**src/rtl/cra_pkg.sv**
```systemverilog
package cra_pkg;

  typedef enum logic [1:0] {
    BR_COND = 2'b00,
    BR_JUMP = 2'b01,
    BR_CALL = 2'b10,
    BR_RET  = 2'b11
  } br_class_e;

  typedef enum logic [1:0] {
    STK_HOLD = 2'b00,
    STK_PUSH = 2'b01,
    STK_POP  = 2'b10
  } stk_op_e;

  // Stack effect of a branch class.
  function automatic stk_op_e class_to_op(input logic [1:0] cls);
    case (br_class_e'(cls))
      BR_CALL: class_to_op = STK_PUSH;
      BR_RET:  class_to_op = STK_POP;
      default: class_to_op = STK_HOLD;
    endcase
  endfunction

  // Whether a completion reports a correctly predicted return.
  function automatic logic ret_matches(input logic [1:0] cls, input logic same_pc);
    ret_matches = (br_class_e'(cls) == BR_RET) && same_pc;
  endfunction

endpackage

```
**src/rtl/cra_stack.sv**
```systemverilog
module cra_stack
  import cra_pkg::*;
#(
  parameter int DEPTH = 8,
  parameter int AW    = 32,
  parameter int PW    = 3
) (
  input  logic          clk,
  input  logic          rst_n,
  input  logic          fix_en,
  input  logic [PW-1:0] fix_ptr,
  input  logic [AW-1:0] fix_top,
  input  stk_op_e       step,
  input  logic [AW-1:0] push_val,
  output logic [PW-1:0] top_ptr,
  output logic [AW-1:0] top_val
);

  logic [AW-1:0] mem [DEPTH];
  logic [PW-1:0] ptr_q;
  logic [PW-1:0] base_ptr;
  logic [PW-1:0] up_ptr;
  logic [PW-1:0] dn_ptr;
  logic [PW-1:0] nxt_ptr;
  logic          push_fire;
  logic          pop_fire;

  function automatic logic [PW-1:0] ring_step(input logic [PW-1:0] p, input logic up);
    ring_step = up ? p + PW'(1) : p - PW'(1);
  endfunction

  assign base_ptr  = fix_en ? fix_ptr : ptr_q;
  assign up_ptr    = ring_step(base_ptr, 1'b1);
  assign dn_ptr    = ring_step(base_ptr, 1'b0);
  assign push_fire = (step == STK_PUSH);
  assign pop_fire  = (step == STK_POP);

  always_comb begin
    case (step)
      STK_PUSH: nxt_ptr = up_ptr;
      STK_POP:  nxt_ptr = dn_ptr;
      default:  nxt_ptr = base_ptr;
    endcase
  end

  always_ff @(posedge clk) begin
    if (!rst_n) begin
      ptr_q <= '0;
      for (int i = 0; i < DEPTH; i++) mem[i] <= '0;
    end else begin
      ptr_q <= nxt_ptr;
      for (int i = 0; i < DEPTH; i++) begin
        if (push_fire && (PW'(i) == up_ptr))
          mem[i] <= push_val;
        else if (fix_en && (PW'(i) == fix_ptr))
          mem[i] <= fix_top;
      end
    end
  end

  assign top_ptr = ptr_q;
  assign top_val = mem[ptr_q];


  push_top_chk: assert property (@(posedge clk) disable iff (!rst_n)
    push_fire |=> (top_val == $past(push_val)));


  pop_ptr_chk: assert property (@(posedge clk) disable iff (!rst_n)
    pop_fire |=> (top_ptr == $past(base_ptr) - PW'(1)));


  fix_restore_chk: assert property (@(posedge clk) disable iff (!rst_n)
    (fix_en && step == STK_HOLD) |=> (top_ptr == $past(fix_ptr) && top_val == $past(fix_top)));

endmodule

```
**src/rtl/cra_lookup.sv**
```systemverilog
module cra_lookup
  import cra_pkg::*;
#(
  parameter int AW = 32,
  parameter int PW = 3
) (
  input  logic          lk_valid,
  input  logic [1:0]    lk_class,
  input  logic [AW-1:0] lk_pc,
  input  logic          rc_valid,
  input  logic [1:0]    rc_class,
  input  logic [AW-1:0] rc_pc,
  input  logic [AW-1:0] cur_top,
  output stk_op_e       step,
  output logic [AW-1:0] push_val,
  output logic [AW-1:0] target,
  output logic          lk_taken
);

  function automatic logic [AW-1:0] fall_through(input logic [AW-1:0] pc);
    fall_through = pc + AW'(4);
  endfunction

  assign lk_taken = lk_valid && !rc_valid;

  always_comb begin
    if (rc_valid) begin
      step     = class_to_op(rc_class);
      push_val = fall_through(rc_pc);
    end else if (lk_valid) begin
      step     = class_to_op(lk_class);
      push_val = fall_through(lk_pc);
    end else begin
      step     = STK_HOLD;
      push_val = fall_through(lk_pc);
    end
  end

  assign target = (lk_taken && br_class_e'(lk_class) == BR_RET) ? cur_top : '0;

endmodule

```
**src/rtl/cra_resolve.sv**
```systemverilog
module cra_resolve
  import cra_pkg::*;
#(
  parameter int AW = 32
) (
  input  logic          clk,
  input  logic          rst_n,
  input  logic          rc_valid,
  input  logic [AW-1:0] rc_next_pc,
  input  logic          cm_valid,
  input  logic [1:0]    cm_class,
  input  logic [AW-1:0] cm_pred_pc,
  input  logic [AW-1:0] cm_next_pc,
  output logic          redir_valid,
  output logic [AW-1:0] redir_pc,
  output logic          ret_ok
);

  logic cm_hit;
  assign cm_hit = cm_valid && ret_matches(cm_class, cm_pred_pc == cm_next_pc);

  always_ff @(posedge clk) begin
    if (!rst_n) begin
      redir_valid <= 1'b0;
      redir_pc    <= '0;
      ret_ok      <= 1'b0;
    end else begin
      redir_valid <= rc_valid;
      if (rc_valid) redir_pc <= rc_next_pc;
      ret_ok      <= cm_hit;
    end
  end


  redir_follow_chk: assert property (@(posedge clk) disable iff (!rst_n)
    rc_valid |=> (redir_valid && redir_pc == $past(rc_next_pc)));


  retok_quiet_chk: assert property (@(posedge clk) disable iff (!rst_n)
    !cm_valid |=> !ret_ok);

endmodule

```
**src/rtl/cra_top.sv**
```systemverilog
module cra_top
  import cra_pkg::*;
#(
  parameter int DEPTH = 8,
  parameter int AW    = 32,
  localparam int PW   = (DEPTH > 1) ? $clog2(DEPTH) : 1
) (
  input  logic          clk,
  input  logic          rst_n,
  input  logic          lk_valid,
  input  logic [1:0]    lk_class,
  input  logic [AW-1:0] lk_pc,
  output logic [AW-1:0] lk_target,
  output logic [PW-1:0] lk_tok_ptr,
  output logic [AW-1:0] lk_tok_top,
  input  logic          rc_valid,
  input  logic [PW-1:0] rc_tok_ptr,
  input  logic [AW-1:0] rc_tok_top,
  input  logic [1:0]    rc_class,
  input  logic [AW-1:0] rc_pc,
  input  logic [AW-1:0] rc_next_pc,
  input  logic          cm_valid,
  input  logic [1:0]    cm_class,
  input  logic [AW-1:0] cm_pred_pc,
  input  logic [AW-1:0] cm_next_pc,
  output logic          redir_valid,
  output logic [AW-1:0] redir_pc,
  output logic          ret_ok
);

  generate
    if (DEPTH > 0) begin : g_on
      stk_op_e       step;
      logic [AW-1:0] push_val;
      logic [PW-1:0] cur_ptr;
      logic [AW-1:0] cur_top;
      logic          lk_taken;

      cra_lookup #(.AW(AW), .PW(PW)) u_lookup (
        .lk_valid (lk_valid),
        .lk_class (lk_class),
        .lk_pc    (lk_pc),
        .rc_valid (rc_valid),
        .rc_class (rc_class),
        .rc_pc    (rc_pc),
        .cur_top  (cur_top),
        .step     (step),
        .push_val (push_val),
        .target   (lk_target),
        .lk_taken (lk_taken)
      );

      cra_stack #(.DEPTH(DEPTH), .AW(AW), .PW(PW)) u_stack (
        .clk      (clk),
        .rst_n    (rst_n),
        .fix_en   (rc_valid),
        .fix_ptr  (rc_tok_ptr),
        .fix_top  (rc_tok_top),
        .step     (step),
        .push_val (push_val),
        .top_ptr  (cur_ptr),
        .top_val  (cur_top)
      );

      assign lk_tok_ptr = cur_ptr;
      assign lk_tok_top = cur_top;


      rc_over_lk_chk: assert property (@(posedge clk) disable iff (!rst_n)
        (rc_valid && lk_valid) |-> (!lk_taken && lk_target == '0));


      tok_hold_chk: assert property (@(posedge clk) disable iff (!rst_n)
        (!lk_valid && !rc_valid) |=> (lk_tok_ptr == $past(lk_tok_ptr)
                                      && lk_tok_top == $past(lk_tok_top)));
    end else begin : g_off
      assign lk_target  = '0;
      assign lk_tok_ptr = '0;
      assign lk_tok_top = '0;


      off_zero_chk: assert property (@(posedge clk) disable iff (!rst_n)
        lk_valid |-> (lk_target == '0));
    end
  endgenerate

  cra_resolve #(.AW(AW)) u_resolve (
    .clk         (clk),
    .rst_n       (rst_n),
    .rc_valid    (rc_valid),
    .rc_next_pc  (rc_next_pc),
    .cm_valid    (cm_valid),
    .cm_class    (cm_class),
    .cm_pred_pc  (cm_pred_pc),
    .cm_next_pc  (cm_next_pc),
    .redir_valid (redir_valid),
    .redir_pc    (redir_pc),
    .ret_ok      (ret_ok)
  );


  nonret_zero_chk: assert property (@(posedge clk) disable iff (!rst_n)
    (br_class_e'(lk_class) != BR_RET) |-> (lk_target == '0));

endmodule

```
**config.mk**
```make
export PLATFORM = sky130hd
export DESIGN_NAME = cra_top
export DESIGN_NICKNAME = d
export VERILOG_FILES = /design/src/rtl/cra_pkg.sv /design/src/rtl/cra_stack.sv /design/src/rtl/cra_lookup.sv /design/src/rtl/cra_resolve.sv /design/src/rtl/cra_top.sv
export SDC_FILE = /design/constraint.sdc
export NUM_CORES = 1
export LEC_CHECK = 0
export ABC_CLOCK_PERIOD_IN_PS = 9600
export BUFFER_PORTS_ARGS = -buffer_cell sky130_fd_sc_hd__buf_2
export CAP_MARGIN = 20
export CORE_UTILIZATION = 45
export CTS_CLUSTER_DIAMETER = 200
export CTS_CLUSTER_SIZE = 14
export DETAILED_ROUTE_END_ITERATION = 12
export GPL_TIMING_DRIVEN = 0
export PLACE_DENSITY = 0.67
export SKIP_LAST_GASP = 1
export SLEW_MARGIN = 20
export SYNTH_ARGS = -nofsm -noshare
export SYNTH_HDL_FRONTEND = slang
export SYNTH_SLANG_ARGS = --single-unit
```
**constraint.sdc**
```tcl
create_clock -name clk -period 9.6 [get_ports clk]
set_input_delay 0.48 -clock clk [delete_from_list [all_inputs] [get_ports clk]]
set_output_delay 0.48 -clock clk [all_outputs]
set_load 0.005 [all_outputs]
```
Word-level counts from Yosys, hierarchy flattened
Memories as Yosys holds them, arrays and structs flattened. A register that Yosys moved wholly into a read port is not among the register bits.
Index checks and enable logic that the tools add are counted.
Widths: inputs -> output; s select.
{ "word_totals": {"reg_bits": 37, "mem_bits_rw": 256, "input_bits": 206, "output_inout_bits": 101, "word_cells": 152, "n_memories": 1} }
{ "op_classes": {"add_sub_neg": 4, "n_eq_ne": 22, "muxes": 82, "bitwise": 16, "reduce_logical": 23} }
{ "memory_table": {"columns": ["memory", "depth", "width", "read_ports", "rd_clocked_by_memory_dff", "write_ports", "line", "rtl"], "rows": [
  ["g_on.u_stack.mem", 8, 32, 1, 1, 8, "cra_stack.sv:19", "logic [AW-1:0] mem [DEPTH];"]
]} }
{ "op_table": {"columns": ["cell", "count"], "rows": [
  ["$mux 32", 18],
  ["$add 32x3->32 const B", 2],
  ["$mux 1", 57],
  ["$eq 32x32->1", 1],
  ["$eq 3x3->1 const A", 8],
  ["$logic_and 1x1->1", 20],
  ["$or 1x1->1", 16],
  ["$eq 2x2->1 const B", 6],
  ["$eq 2x3->1 const A", 4],
  ["$pmux 2 s2", 2],
  ["$eq 1x3->1 const A", 2],
  ["$logic_not 3->1", 2],
  ["$mux 3", 2],
  ["$pmux 3 s2", 1],
  ["$mux 2", 2],
  ["$add 3x1->3 const B", 1],
  ["$sub 3x1->3 const B", 1],
  ["$eq 2x1->1 const B", 1],
  ["$logic_not 1->1", 1]
]} }

Depth between registers and ports, before layout
Gate-level depths: netlist of run 1.
{ "depth": {"ltp_word": 11, "depth_mapped": 18, "depth_no_buf": 8} }

Cells and area by module
Synthesis of run 1 repeated with hierarchy kept, for this count alone.
{ "unflattened": {"cells_unflattened": 1404, "hier_area_um2": 17759.5} }
{ "modules_own_cells": {"columns": ["mod", "instances", "cells_each", "area_each_um2", "seq_area_each_um2"], "rows": [
  ["cra_stack", 1, 1040, 14654.1, 7747.4],
  ["cra_resolve", 1, 151, 1607.8, 680.7],
  ["cra_lookup", 1, 213, 1497.7, 0.0]
]} }

Worst setup path after synthesis of run 1
OpenSTA, ideal clock, no wires.
{ "synth_path": {"kind": "input to register", "start": "in rc_valid", "end": "mem g_on.u_stack.mem[0][0] (enable)", "setup_time_ns": 0.561, "t_arrival_ns": 3.831, "t_required_ns": 9.039, "slack_ns": 5.208, "cell_stages": 16, "path_buffers": 9, "path_cell_list": "buf_6 > buf_6 > buf_8 > buf_6 > buf_2 > buf_2 > buf_4 > buf_4 > mux2i_1 > inv_1 > ha_1 > xnor2_1 > nor2b_1 > buf_2 > nand2_1 > nand3_1"} }
{ "synth_rtl": {"columns": ["item", "line", "rtl"], "rows": [
  ["start, declared", "cra_top.sv:16", "input logic rc_valid,"],
  ["end, declared", "cra_stack.sv:19", null]
]} }

==> results_dict.tcl, run 1 <==
set metrics [dict create \
    status "finished clean" \
    nets 1906 \
    power.switching_uw 811 \
    rsz0062_at_grt "no" \
    grt_pass1_wl_um 85100 \
    total_power_uw 2980 \
    power.leakage_uw 0.00761 \
    grt_pass1_vias 13200 \
    ant_nets 0 \
    clk_path_buf_depth 3 \
    hold_viol 0 \
    ctsHoldBuffers 0 \
    grt_util_met2_pct 51.6 \
    async_reset_ff_share_pct 0 \
    avgRoutedWirePerCell_um 26.8 \
    cts.sinks 293 \
    clockRootBuffer "clkbuf_16" \
    worst_pin_slew_ps 1150 \
    route.detailed.drc 0 \
    finClkSkew_ps 40.9 \
    slew-limit-headroom_pct 22.6 \
    htree_num_levels 1 \
    synth_fp_nets 1602 \
    worst_ep_required_time_ps 9850 \
    pwr-share-comb_pct 18.3 \
    rows 70 \
    clkTransAtPathRegs_ps 70 \
    period_minus_slack_ps 5410 \
    drv_cap 0 \
    via_count 13500 \
    vdd_drop_max_v 0.000127 \
    hp-class "primary input to flip-flop" \
    powerDensity_nw_per_um2 153 \
    switching_share_pct 27.2 \
    antenna_found_initial 13 \
    dr.pass1.iters 9 \
    synth_cells 1387 \
    worstPathMaxFanout 10 \
    grt_use_met1_pct 38.9 \
    postCtsSetupRepairBufs 0 \
    grtUsageTotal_pct 30.5 \
    synthesis.area_sq_um 16700 \
    routed_wl_um 58400 \
    ys_ff_latch 293 \
    grt_max_degree 33 \
    initial_core_util_pct 45.6 \
    fin_area_sq_um 19500 \
    end_kind "flip-flop" \
    crit_type "primary input to flip-flop" \
    power_frac_clock_pct 31.5 \
    layout_commonest_cell "buf_2" \
    drtIter0Drc 1372 \
    tns_ps 0 \
    synth_edf_count 256 \
    synth_cell_types 62 \
    grt-ovfl-total 0 \
    synth_top_flop_cell "edfxtp_1" \
    cts_buffers 24 \
    cts_tree "done" \
    fp.dieH_um 194 \
    final_cell_mix "buf_2, edfxtp_1, nand2_1, a22o_1, clkbuf_1" \
    drive_gt1_share_pct 27.7 \
    worstPathArrival_ps 5670 \
    die_area_sq_um 37800 \
    ys_warn_count 0 \
    core_sq_um 36500 \
    syn_area_per_cell_sq_um 12.0 \
    fin_crit_sh_pct 56.4 \
    placement.io_buffers 277 \
    syn_to_final_growth_pct 16.8 \
    drv_slew 0 \
    startpoint_type "primary input" \
    met3_usage_pct 5.29 \
    top_usage_layer "met2" \
    setup_viol 0 \
    vias_per_cell 6.19 \
    holdPathStages 3 \
    hpwlAfterDp_um 42600 \
    cts.repair.resized 0 \
    postPlaceCellArea_sq_um 18700 \
    reg2reg_depth 11 \
    final_core_util_pct 53.3 \
    die_x_um 194 \
    max_freq_mhz 185 \
    power.internal_uw 2170 \
    power.share.sequential_pct 50.2 \
    io_pins 307 \
    place.gp.congestion 0.938 \
    ys_seq_area_share_pct 50.6 \
    clk_latency_ps 560 \
]
-- power by group through the flow --
stage	clock (uW)	sequential [uW]	combinational [uW]
after floorplan	0	1520	316
after global placement	0	1520	527
after detailed placement	0	1520	537
after CTS	936	1500	539
after global routing	977	1500	579
final	939	1500	545
-- per-layer routing --
layer | wire [um] | up-vias
met5 | 12 | -
met4 | 2320 | 2
met3 | 5880 | 125
met2 | 28300 | 867
met1 | 21900 | 6631
li1 | - | 5900
-- path summary, 6_finish.rpt --
path | startpoint | endpoint | slack [ps]
hold / removal | rc_next_pc[8] | u_resolve.redir_pc[8]$_SDFFE_PN0P_ | 180
setup reg to reg | g_on.u_stack.top_ptr[1]$_SDFF_PN0_ | g_on.u_stack.mem[1][30]$_SDFFCE_PN0P_ | 4800
setup / recovery | rc_valid | g_on.u_stack.mem[0][20]$_SDFFCE_PN0P_ | 4190
hold reg to reg | u_resolve.redir_pc[20]$_SDFFE_PN0P_ | u_resolve.redir_pc[20]$_SDFFE_PN0P_ | 520
-- through the flow --
stage               cells  worst slack, ps  hold slack [ps]
finish               2184             4190              183
global placement     2132             3130              492
floorplan            1387             5210              507
detailed placement   2132             3840              499
CTS                  2176             4400              170
global route         2183             3960              190
-- cell usage after synthesis, types with 3 or more instances --
cell / number / area [sq um]
a21boi_0: 23 / 173
a21o_1: 3 / 22.5
a21oi_1: 11 / 55.1
a221o_1: 8 / 80.1
a22o_1: 134 / 1170
a22oi_1: 4 / 30.0
and2_1: 43 / 269
and3_1: 12 / 75.1
and4_1: 3 / 26.3
buf_1: 19 / 71.3
buf_2: 20 / 100
buf_4: 13 / 97.6
buf_6: 3 / 33.8
clkbuf_1: 67 / 251
clkbuf_2: 7 / 35.0
dfxtp_1: 37 / 741
edfxtp_1: 256 / 7690
ha_1: 9 / 113
inv_1: 10 / 37.5
mux2_2: 37 / 417
mux2i_1: 69 / 691
mux4_2: 64 / 1440
nand2_1: 180 / 676
nand2b_1: 10 / 62.6
nand3_1: 36 / 180
nand3b_1: 13 / 97.6
nand4_1: 17 / 106
nand4b_1: 4 / 35.0
nor2_1: 25 / 93.8
nor2b_1: 40 / 250
nor3_1: 14 / 70.1
nor4_1: 9 / 56.3
o211a_1: 5 / 50.1
o21ai_0: 84 / 420
o21ai_1: 4 / 20.0
o311ai_0: 4 / 35.0
xnor2_1: 41 / 359
xor2_1: 20 / 175
-- cell families after synthesis --
| group | Yosys count | synth area share [%] |
|---|---|---|
| AND/OR/NAND/NOR | 420 | 13.1 |
| AO/OA/AOI/OAI | 293 | 13.2 |
| flip-flops | 293 | 50.6 |
| multiplexers | 170 | 15.3 |
| buffers and inverters | 140 | 3.85 |
| XOR/XNOR | 62 | 3.30 |
| adder cells (fa/ha/maj) | 9 | 0.676 |
-- critical path: stages --
cell and delay, ps:
buf_2 100, buf_6 140, buf_6 190, buf_8 170, buf_6 160, buf_2 250, buf_2 340, buf_4 280
buf_4 270, mux2i_1 230, inv_1 320, ha_1 270, o21ai_1 250, nor4_1 870, a21bo_2 310, xnor2_1 750
o21ai_0 270
-- sequential cells by signal (all words and copies together) (netlist names) --
register / count
g_on.u_stack.mem: 256
u_resolve.redir_pc: 32
g_on.u_stack.top_ptr: 3
u_resolve.redir_valid: 1
u_resolve.ret_ok: 1
-- cell type report --
cell class	count	area, sq um
clock buffer	43	672
clock inverter	1	16.3
timing repair buffer	278	1400
buffer	130	607
inverter	10	37.5
antenna	7	17.5
tap	468	586
multi-input combinational	954	7700
sequential	293	8430
fill	3243	17100
Power figures use the tool's default switching activity.
==> run 2: changes to the inputs <==
--- a/config.mk
+++ b/config.mk
@@ -5,7 +5,7 @@
 export SDC_FILE = /design/constraint.sdc
 export NUM_CORES = 1
 export LEC_CHECK = 0
-export ABC_CLOCK_PERIOD_IN_PS = 9600
+export ABC_CLOCK_PERIOD_IN_PS = 4500
 export BUFFER_PORTS_ARGS = -buffer_cell sky130_fd_sc_hd__buf_2
 export CAP_MARGIN = 20
 export CORE_UTILIZATION = 45
@@ -13,7 +13,7 @@
 export CTS_CLUSTER_SIZE = 14
 export DETAILED_ROUTE_END_ITERATION = 12
 export GPL_TIMING_DRIVEN = 0
-export PLACE_DENSITY = 0.67
+export PLACE_DENSITY = 0.69
 export SKIP_LAST_GASP = 1
 export SLEW_MARGIN = 20
 export SYNTH_ARGS = -nofsm -noshare
==> constraint.sdc (replaced) <==
create_clock -name clk -period 4.5 [get_ports clk]
set_input_delay 0.225 -clock clk [delete_from_list [all_inputs] [get_ports clk]]
set_output_delay 0.225 -clock clk [all_outputs]
set_load 0.005 [all_outputs]
==> run 2 against run 1 <==
The flow now finishes with violations (capacitance limit, setup timing). Wire length grew 2.6%. Design area up 2.8%. Register-to-register slack worse by 4600 ps. Combinational power up 120%. Clock power up 110%. Non-clock buffer count grew 37. Via count up 2.4%. Hold slack got worse by 160 ps. Critical path depth unchanged. Final cell count is 1.5% higher.
==> results_dict.tcl, run 2 (same netlist as run 1, synthesis figures left out) <==
set metrics [dict create \
    htree_num_levels 1 \
    grtUsageTotal_pct 30.7 \
    clkTransAtPathRegs_ps 70 \
    crit_type "primary input to flip-flop" \
    vias_per_cell 6.24 \
    worstPathArrival_ps 4920 \
    startpoint_type "primary input" \
    grt_max_degree 33 \
    min_to "g_on.u_stack.mem[4][20]$_SDFFCE_PN0P_" \
    powerDensity_nw_per_um2 320 \
    die_x_um 194 \
    clockRootBuffer "clkbuf_16" \
    worstPathMaxFanout 10 \
    top_register "g_on.u_stack.mem" \
    fp.dieH_um 194 \
    min_from "rc_tok_top[20]" \
    layout_commonest_cell "buf_2" \
    drv_slew 0 \
    status "finished, violations left" \
    dp_slack_ps -1110 \
    grt_pass1_wl_um 85700 \
    hpwlAfterDp_um 42000 \
    cts_tree "done" \
    power.leakage_uw 0.00790 \
    r2r_slack_ps 240 \
    grt-ovfl-total 0 \
    cts.sinks 293 \
    reg2reg_depth 10 \
    placement.io_buffers 277 \
    die_area_sq_um 37800 \
    fin_ws_ps -3.53 \
    setup_viol 4 \
    clk_path_buf_depth 3 \
    rsz0062_at_grt "yes" \
    final_core_util_pct 54.8 \
    finClkSkew_ps 16.6 \
    io_pins 307 \
    via_count 13800 \
    place.gp.congestion 0.899 \
    clk_latency_ps 560 \
    cts_buffers 24 \
    ant_nets 0 \
    largest_reg_flops 256 \
    initial_core_util_pct 45.6 \
    end_kind "flip-flop" \
    slowest_delay_ps 660 \
    fin_crit_sh_pct 100 \
    final_cell_mix "buf_2, edfxtp_1, nand2_1, a22o_1, o21ai_0" \
    period_minus_slack_ps 4500 \
    dr.pass1.iters 7 \
    slew-limit-headroom_pct 0.597 \
    routed_wl_um 60000 \
    syn_to_final_growth_pct 20.1 \
    violations "capacitance limit, setup timing" \
    holdPathStages 3 \
    rr_endpoint "g_on.u_stack.mem[2][22]$_SDFFCE_PN0P_" \
    antenna_found_initial 11 \
    grt_pass1_vias 13700 \
    num-fill-cells 3081 \
    hp-class "primary input to flip-flop" \
    rr_startpoint "g_on.u_stack.top_ptr[0]$_SDFF_PN0_" \
    drtIter0Drc 1587 \
    hold_viol 0 \
    worstPathCellList "buf_2, buf_6, buf_6, buf_8, buf_6, buf_2, buf_2, buf_4, buf_4, mux2i_2, inv_1, ha_1, xnor2_1, nor2b_1, a21oi_1, buf_1, a22o_1" \
    worst_pin_slew_ps 1490 \
    avgRoutedWirePerCell_um 27.1 \
    nets 1947 \
    core_sq_um 36500 \
    drv_cap 1 \
    worst_ep_required_time_ps 4920 \
    drive_gt1_share_pct 29.4 \
    vdd_drop_max_v 0.000337 \
    rows 70 \
    cp_slowest_cell "buf_1" \
    route.detailed.drc 0 \
    max_freq_mhz 222 \
]
## run 2: layout make-up
class                      instances  area, sq um  area share [%]
sequential                       293         8430            42.1
multi-input combinational        958         7860            39.3
timing repair buffer             315         1780            8.88
clock buffer                      34          659            3.30
buffer                           130          637            3.18
tap                              468          586            2.93
inverter                          10         37.5           0.188
antenna                            9         22.5           0.113
## run 2: per-stage QoR
stage	hold WS, ps	setup TNS [ps]	cells	cell area (sq um)	total power, uW
final	27.3	-7.45	2217	20000	6410
after global routing	43.0	-2240	2214	20000	6550
after CTS	10.8	-4.26	2201	19800	6360
after detailed placement	489	-197990	2132	18700	4410
after global placement	483	-489210	2132	18600	4380
after floorplan	367	0	1387	16700	3910
## run 2: where the power goes
part / switching, uW / internal [uW]
Clock: 987 / 1010
Combinational: 714 / 509
Sequential: 52.6 / 3140
## run 2: what timing repair did
| item | CTS | global route |
|---|---|---|
| endpoints found under the setup margin | 439 | 340 |
| gates resized for setup | 17 | 35 |
| gates cloned | 0 | 4 |
| buffers inserted | 0 | 2 |
| pin swaps | 0 | 1 |
| hold endpoints to repair | 33 | 0 |
| hold buffers | 35 | 0 |
## run 2: how the worst max path moves through the flow
| stage | to | slack [ps] | from |
|---|---|---|---|
| floorplan | g_on.u_stack.mem[1][0]$_SDFFCE_PN0P_ | 360 | rc_valid |
| global placement | g_on.u_stack.mem[1][8]$_SDFFCE_PN0P_ | -1740 | rc_valid |
| detailed placement | g_on.u_stack.mem[0][20]$_SDFFCE_PN0P_ | -1110 | rc_valid |
| CTS | g_on.u_stack.mem[7][14]$_SDFFCE_PN0P_ | -4 | rc_valid |
| global route | g_on.u_stack.mem[2][1]$_SDFFCE_PN0P_ | -120 | rc_valid |
| finish | g_on.u_stack.mem[2][22]$_SDFFCE_PN0P_ | -4 | rc_valid |
## run 2: per-layer routing
layer  vias up  GRT usage (%)  routed length [um]
met3       198           6.19                6550
li1       5976              -                   -
met2       987           51.4               29000
met4         6           16.1                3380
met1      6676           37.6               21000
met5         -              0                 113
## run 2: critical path, delay by kind of cell
family                     cells  cell delay [ps]
xor gates and xnor gates       1              400
AOI/OAI and AO/OA              2              720
muxes                          1              410
adders and majority gates      1              220
and+or+nand+nor                1              220
buffers and inverters         11             2710
==> run 3: changes to the inputs <==
--- a/config.mk
+++ b/config.mk
@@ -18,4 +18,5 @@
 export SLEW_MARGIN = 20
 export SYNTH_ARGS = -nofsm -noshare
 export SYNTH_HDL_FRONTEND = slang
+export SYNTH_HIERARCHICAL = 1
 export SYNTH_SLANG_ARGS = --single-unit
==> run 3 against run 2 <==
The run now ends clean. Combinational power increased by 4%. Sequential cell count is the same. Sequential share of layout area fell by 2.4 points. Global-route usage down 0.92 points. Clock-buffer cell count grew 10. Synthesized cell count increased by 1.2%. Highest routed layer is now met4. Synthesized area is 6.6% higher. First-iteration DRC count shrank 10%. Core utilization is 0.19 points lower. Clock skew fell by 8.0 ps.
==> results_dict.tcl, run 3 <==
set metrics [dict create \
    rsz0062_at_grt "no" \
    route.detailed.drc 0 \
    clk_path_buf_depth 3 \
    grt_max_degree 33 \
    nets 1995 \
    grt_pass1_wl_um 89700 \
    synth_cells 1404 \
    synth_compound_area_share_pct 1.39 \
    synthAdderAreaFrac_pct 0.634 \
    rows 72 \
    htree_num_levels 1 \
    cp-startpoint "g_on.u_stack/top_ptr[1]$_SDFF_PN0_" \
    highest_layer "met4" \
    hold_viol 0 \
    routed_wl_um 60600 \
    layout_commonest_cell "buf_2" \
    layout.cells.non_filler 2319 \
    worstPathArrival_ps 4400 \
    finClkSkew_ps 8.61 \
    r2r_slack_ps 140 \
    max_freq_mhz 229 \
    antenna_found_initial 5 \
    synth_top_family_by_area "multiplexers" \
    end_kind "flip-flop" \
    wl_met3_um 5340 \
    wl_met1_um 23600 \
    cts_tree "done" \
    crit_type "flip-flop to flip-flop" \
    cts_buffers 24 \
    ant_nets 0 \
    synthesis.area_sq_um 17800 \
    worst_ep_required_time_ps 4540 \
    placed_cells 2237 \
    final_core_util_pct 54.6 \
    clkTransAtPathRegs_ps 70 \
    ys_seq_area_share_pct 47.5 \
    fin_crit_sh_pct 96.9 \
    initial_core_util_pct 45.7 \
    switching_share_pct 27.0 \
    pwr-share-comb_pct 19.7 \
    wl_met2_um 28400 \
    dr.pass1.iters 5 \
    drv_slew 0 \
    reg2reg_depth 10 \
    yosys.area.top_type "edfxtp_1" \
    place.gp.congestion 0.983 \
    die_x_um 201 \
    ys_ff_latch 293 \
    placement.io_buffers 305 \
    synthDominantCellAreaShare_pct 43.3 \
    postCtsSetupRepairBufs 0 \
    worstPathMaxFanout 32 \
    avgRoutedWirePerCell_um 26.1 \
    core_sq_um 38800 \
    synth_fp_nets 1619 \
    grt_pass1_vias 14400 \
    power.internal_uw 4720 \
    period_minus_slack_ps 4360 \
    slew-limit-headroom_pct 35.8 \
    synth_xor_area_share_pct 3.06 \
    die_area_sq_um 40300 \
    top_register "g_on.u_stack/mem" \
    io_pins 307 \
    synth_top_flop_cell "edfxtp_1" \
    powerDensity_nw_per_um2 306 \
    synth_cell_types 56 \
    power_frac_clock_pct 31.0 \
    vdd_drop_max_v 0.000258 \
    worstSetupEndpoint "g_on.u_stack/mem[5][14]$_DFFE_PP_" \
    ys_warn_count 6 \
    power.leakage_uw 0.00930 \
    clockRootBuffer "clkbuf_16" \
    rr_startpoint "g_on.u_stack/top_ptr[1]$_SDFF_PN0_" \
    syn_area_per_cell_sq_um 12.6 \
    synth_area_leaders "edfxtp_1, mux2i_1, mux4_2, nand3_1, mux2_2" \
    total_power_uw 6470 \
    power.share.sequential_pct 49.3 \
    grtUsageTotal_pct 29.8 \
    hp-class "primary input to flip-flop" \
    via_count 13900 \
    rr_endpoint "g_on.u_stack/mem[5][14]$_DFFE_PP_" \
    synthTopCellsByCount "edfxtp_1, mux2i_1, nand3_1, mux2_2, and2_1" \
    syn_to_final_growth_pct 19.3 \
    worst_pin_slew_ps 963 \
    drtIter0Drc 1422 \
    largest_reg_flops 256 \
    synth_mux_area_share_pct 29.6 \
    synthSimpleGateAreaFrac_pct 13.9 \
    grt-ovfl-total 0 \
    tns_ps 0 \
    hpwlAfterDp_um 43400 \
    yosysMostFrequentCell "edfxtp_1" \
    startpoint_type "flip-flop" \
    drive_gt1_share_pct 31.6 \
    drv_cap 0 \
    power.switching_uw 1750 \
    setup_viol 0 \
    synth_edf_count 256 \
    fp.dieH_um 201 \
    async_reset_ff_share_pct 0 \
    cts.sinks 293 \
    status "finished clean" \
    clk_latency_ps 540 \
    final_cell_mix "buf_2, edfxtp_1, mux2i_1, nand3_1, mux2_2" \
    vias_per_cell 6.01 \
]
==> run 3: cell count changes in the layout (fill, tap and decap cells not counted), moves of 19 or more <==
cell      before  now
o21ai_0       84    7
nand3_1       28  212
buf_2        297  329
mux2i_1       67  251
xor2_1        19   39
mux2_2        37   89
clkbuf_2      27    3
clkbuf_1      58   80
nand2_1      180   60
and2_1        43   67
a22o_1       134    0
a21boi_0      23    4
==> run 3: cell families (layout without fill, tap and decap cells) <==
group | Yosys count | count (layout)
buffers and inverters | 127 | 521
xor gates and xnor gates | 62 | 62
DFF | 293 | 293
and+or+nand+nor | 454 | 454
AOI/OAI and AO/OA | 34 | 34
adders and majority gates | 9 | 9
other | 0 | 3
muxes | 425 | 425
==> run 3: through the flow <==
step | hold slack (ps) | worst slack (ps) | instance area [sq um]
finish | 51.9 | 140 | 21200
global route | 74.8 | 10.1 | 21200
CTS | 40.1 | 217 | 21200
detailed placement | 491 | -279 | 20100
global placement | 480 | -2440 | 19900
floorplan | 353 | 542 | 17800
==> run 3: how the worst min path moves through the flow <==
stage	start	slack (ps)	end	cells past startpoint
finish	cm_class[1]	50	u_resolve/ret_ok$_SDFF_PN0_	5
global route	rst_n	70	u_resolve/redir_pc[28]$_SDFFE_PN0P_	2
CTS	cm_class[1]	40	u_resolve/ret_ok$_SDFF_PN0_	5
global placement	rc_next_pc[15]	480	u_resolve/redir_pc[15]$_SDFFE_PN0P_	3
floorplan	rst_n	350	u_resolve/redir_pc[27]$_SDFFE_PN0P_	1
detailed placement	rc_next_pc[25]	490	u_resolve/redir_pc[25]$_SDFFE_PN0P_	3
==> run 3: area by class of cell <==
| class | count | area (sq um) |
|---|---|---|
| Sequential cell | 293 | 8430 |
| Timing Repair Buffer | 350 | 1990 |
| Inverter | 8 | 30.0 |
| Antenna cell | 3 | 7.51 |
| Clock buffer | 44 | 697 |
| Fill cell | 3279 | 17600 |
| Tap cell | 518 | 648 |
| Buffer | 119 | 663 |
| Multi-Input combinational cell | 984 | 8730 |
==> run 3: routing by layer <==
metal  vias to the layer above  track usage (%)
met2                       820             48.5
met5                         -                0
met1                      6881             37.6
li1                       6092                -
met3                       154             5.94
met4                         0             15.7
==> run 3: worst max-delay path: stages (launching register included) <==
cell	delay (ps)
dfxtp_1	360
clkbuf_2	380
buf_1	650
mux2i_1	380
inv_1	220
ha_1	180
clkbuf_2	200
and3b_1	260
mux2i_4	380
buf_6	270
nand3_4	540
==> run 3: what timing repair did <==
item | in CTS | in global routing
hold buffers | 35 | 0
endpoints found under the setup margin | 178 | 0
endpoints found under the hold margin | 33 | 0
gates resized for setup | 1 | 0
==> run 3: power groups by stage <==
stage	clock network (uW)	registers (uW)	logic (uW)
2_1_floorplan	0	3240	696
3_3_place_gp	0	3250	1190
3_5_place_dp	0	3250	1230
4_1_cts	2040	3190	1260
5_1_grt	2130	3210	1350
6_report	2010	3190	1270
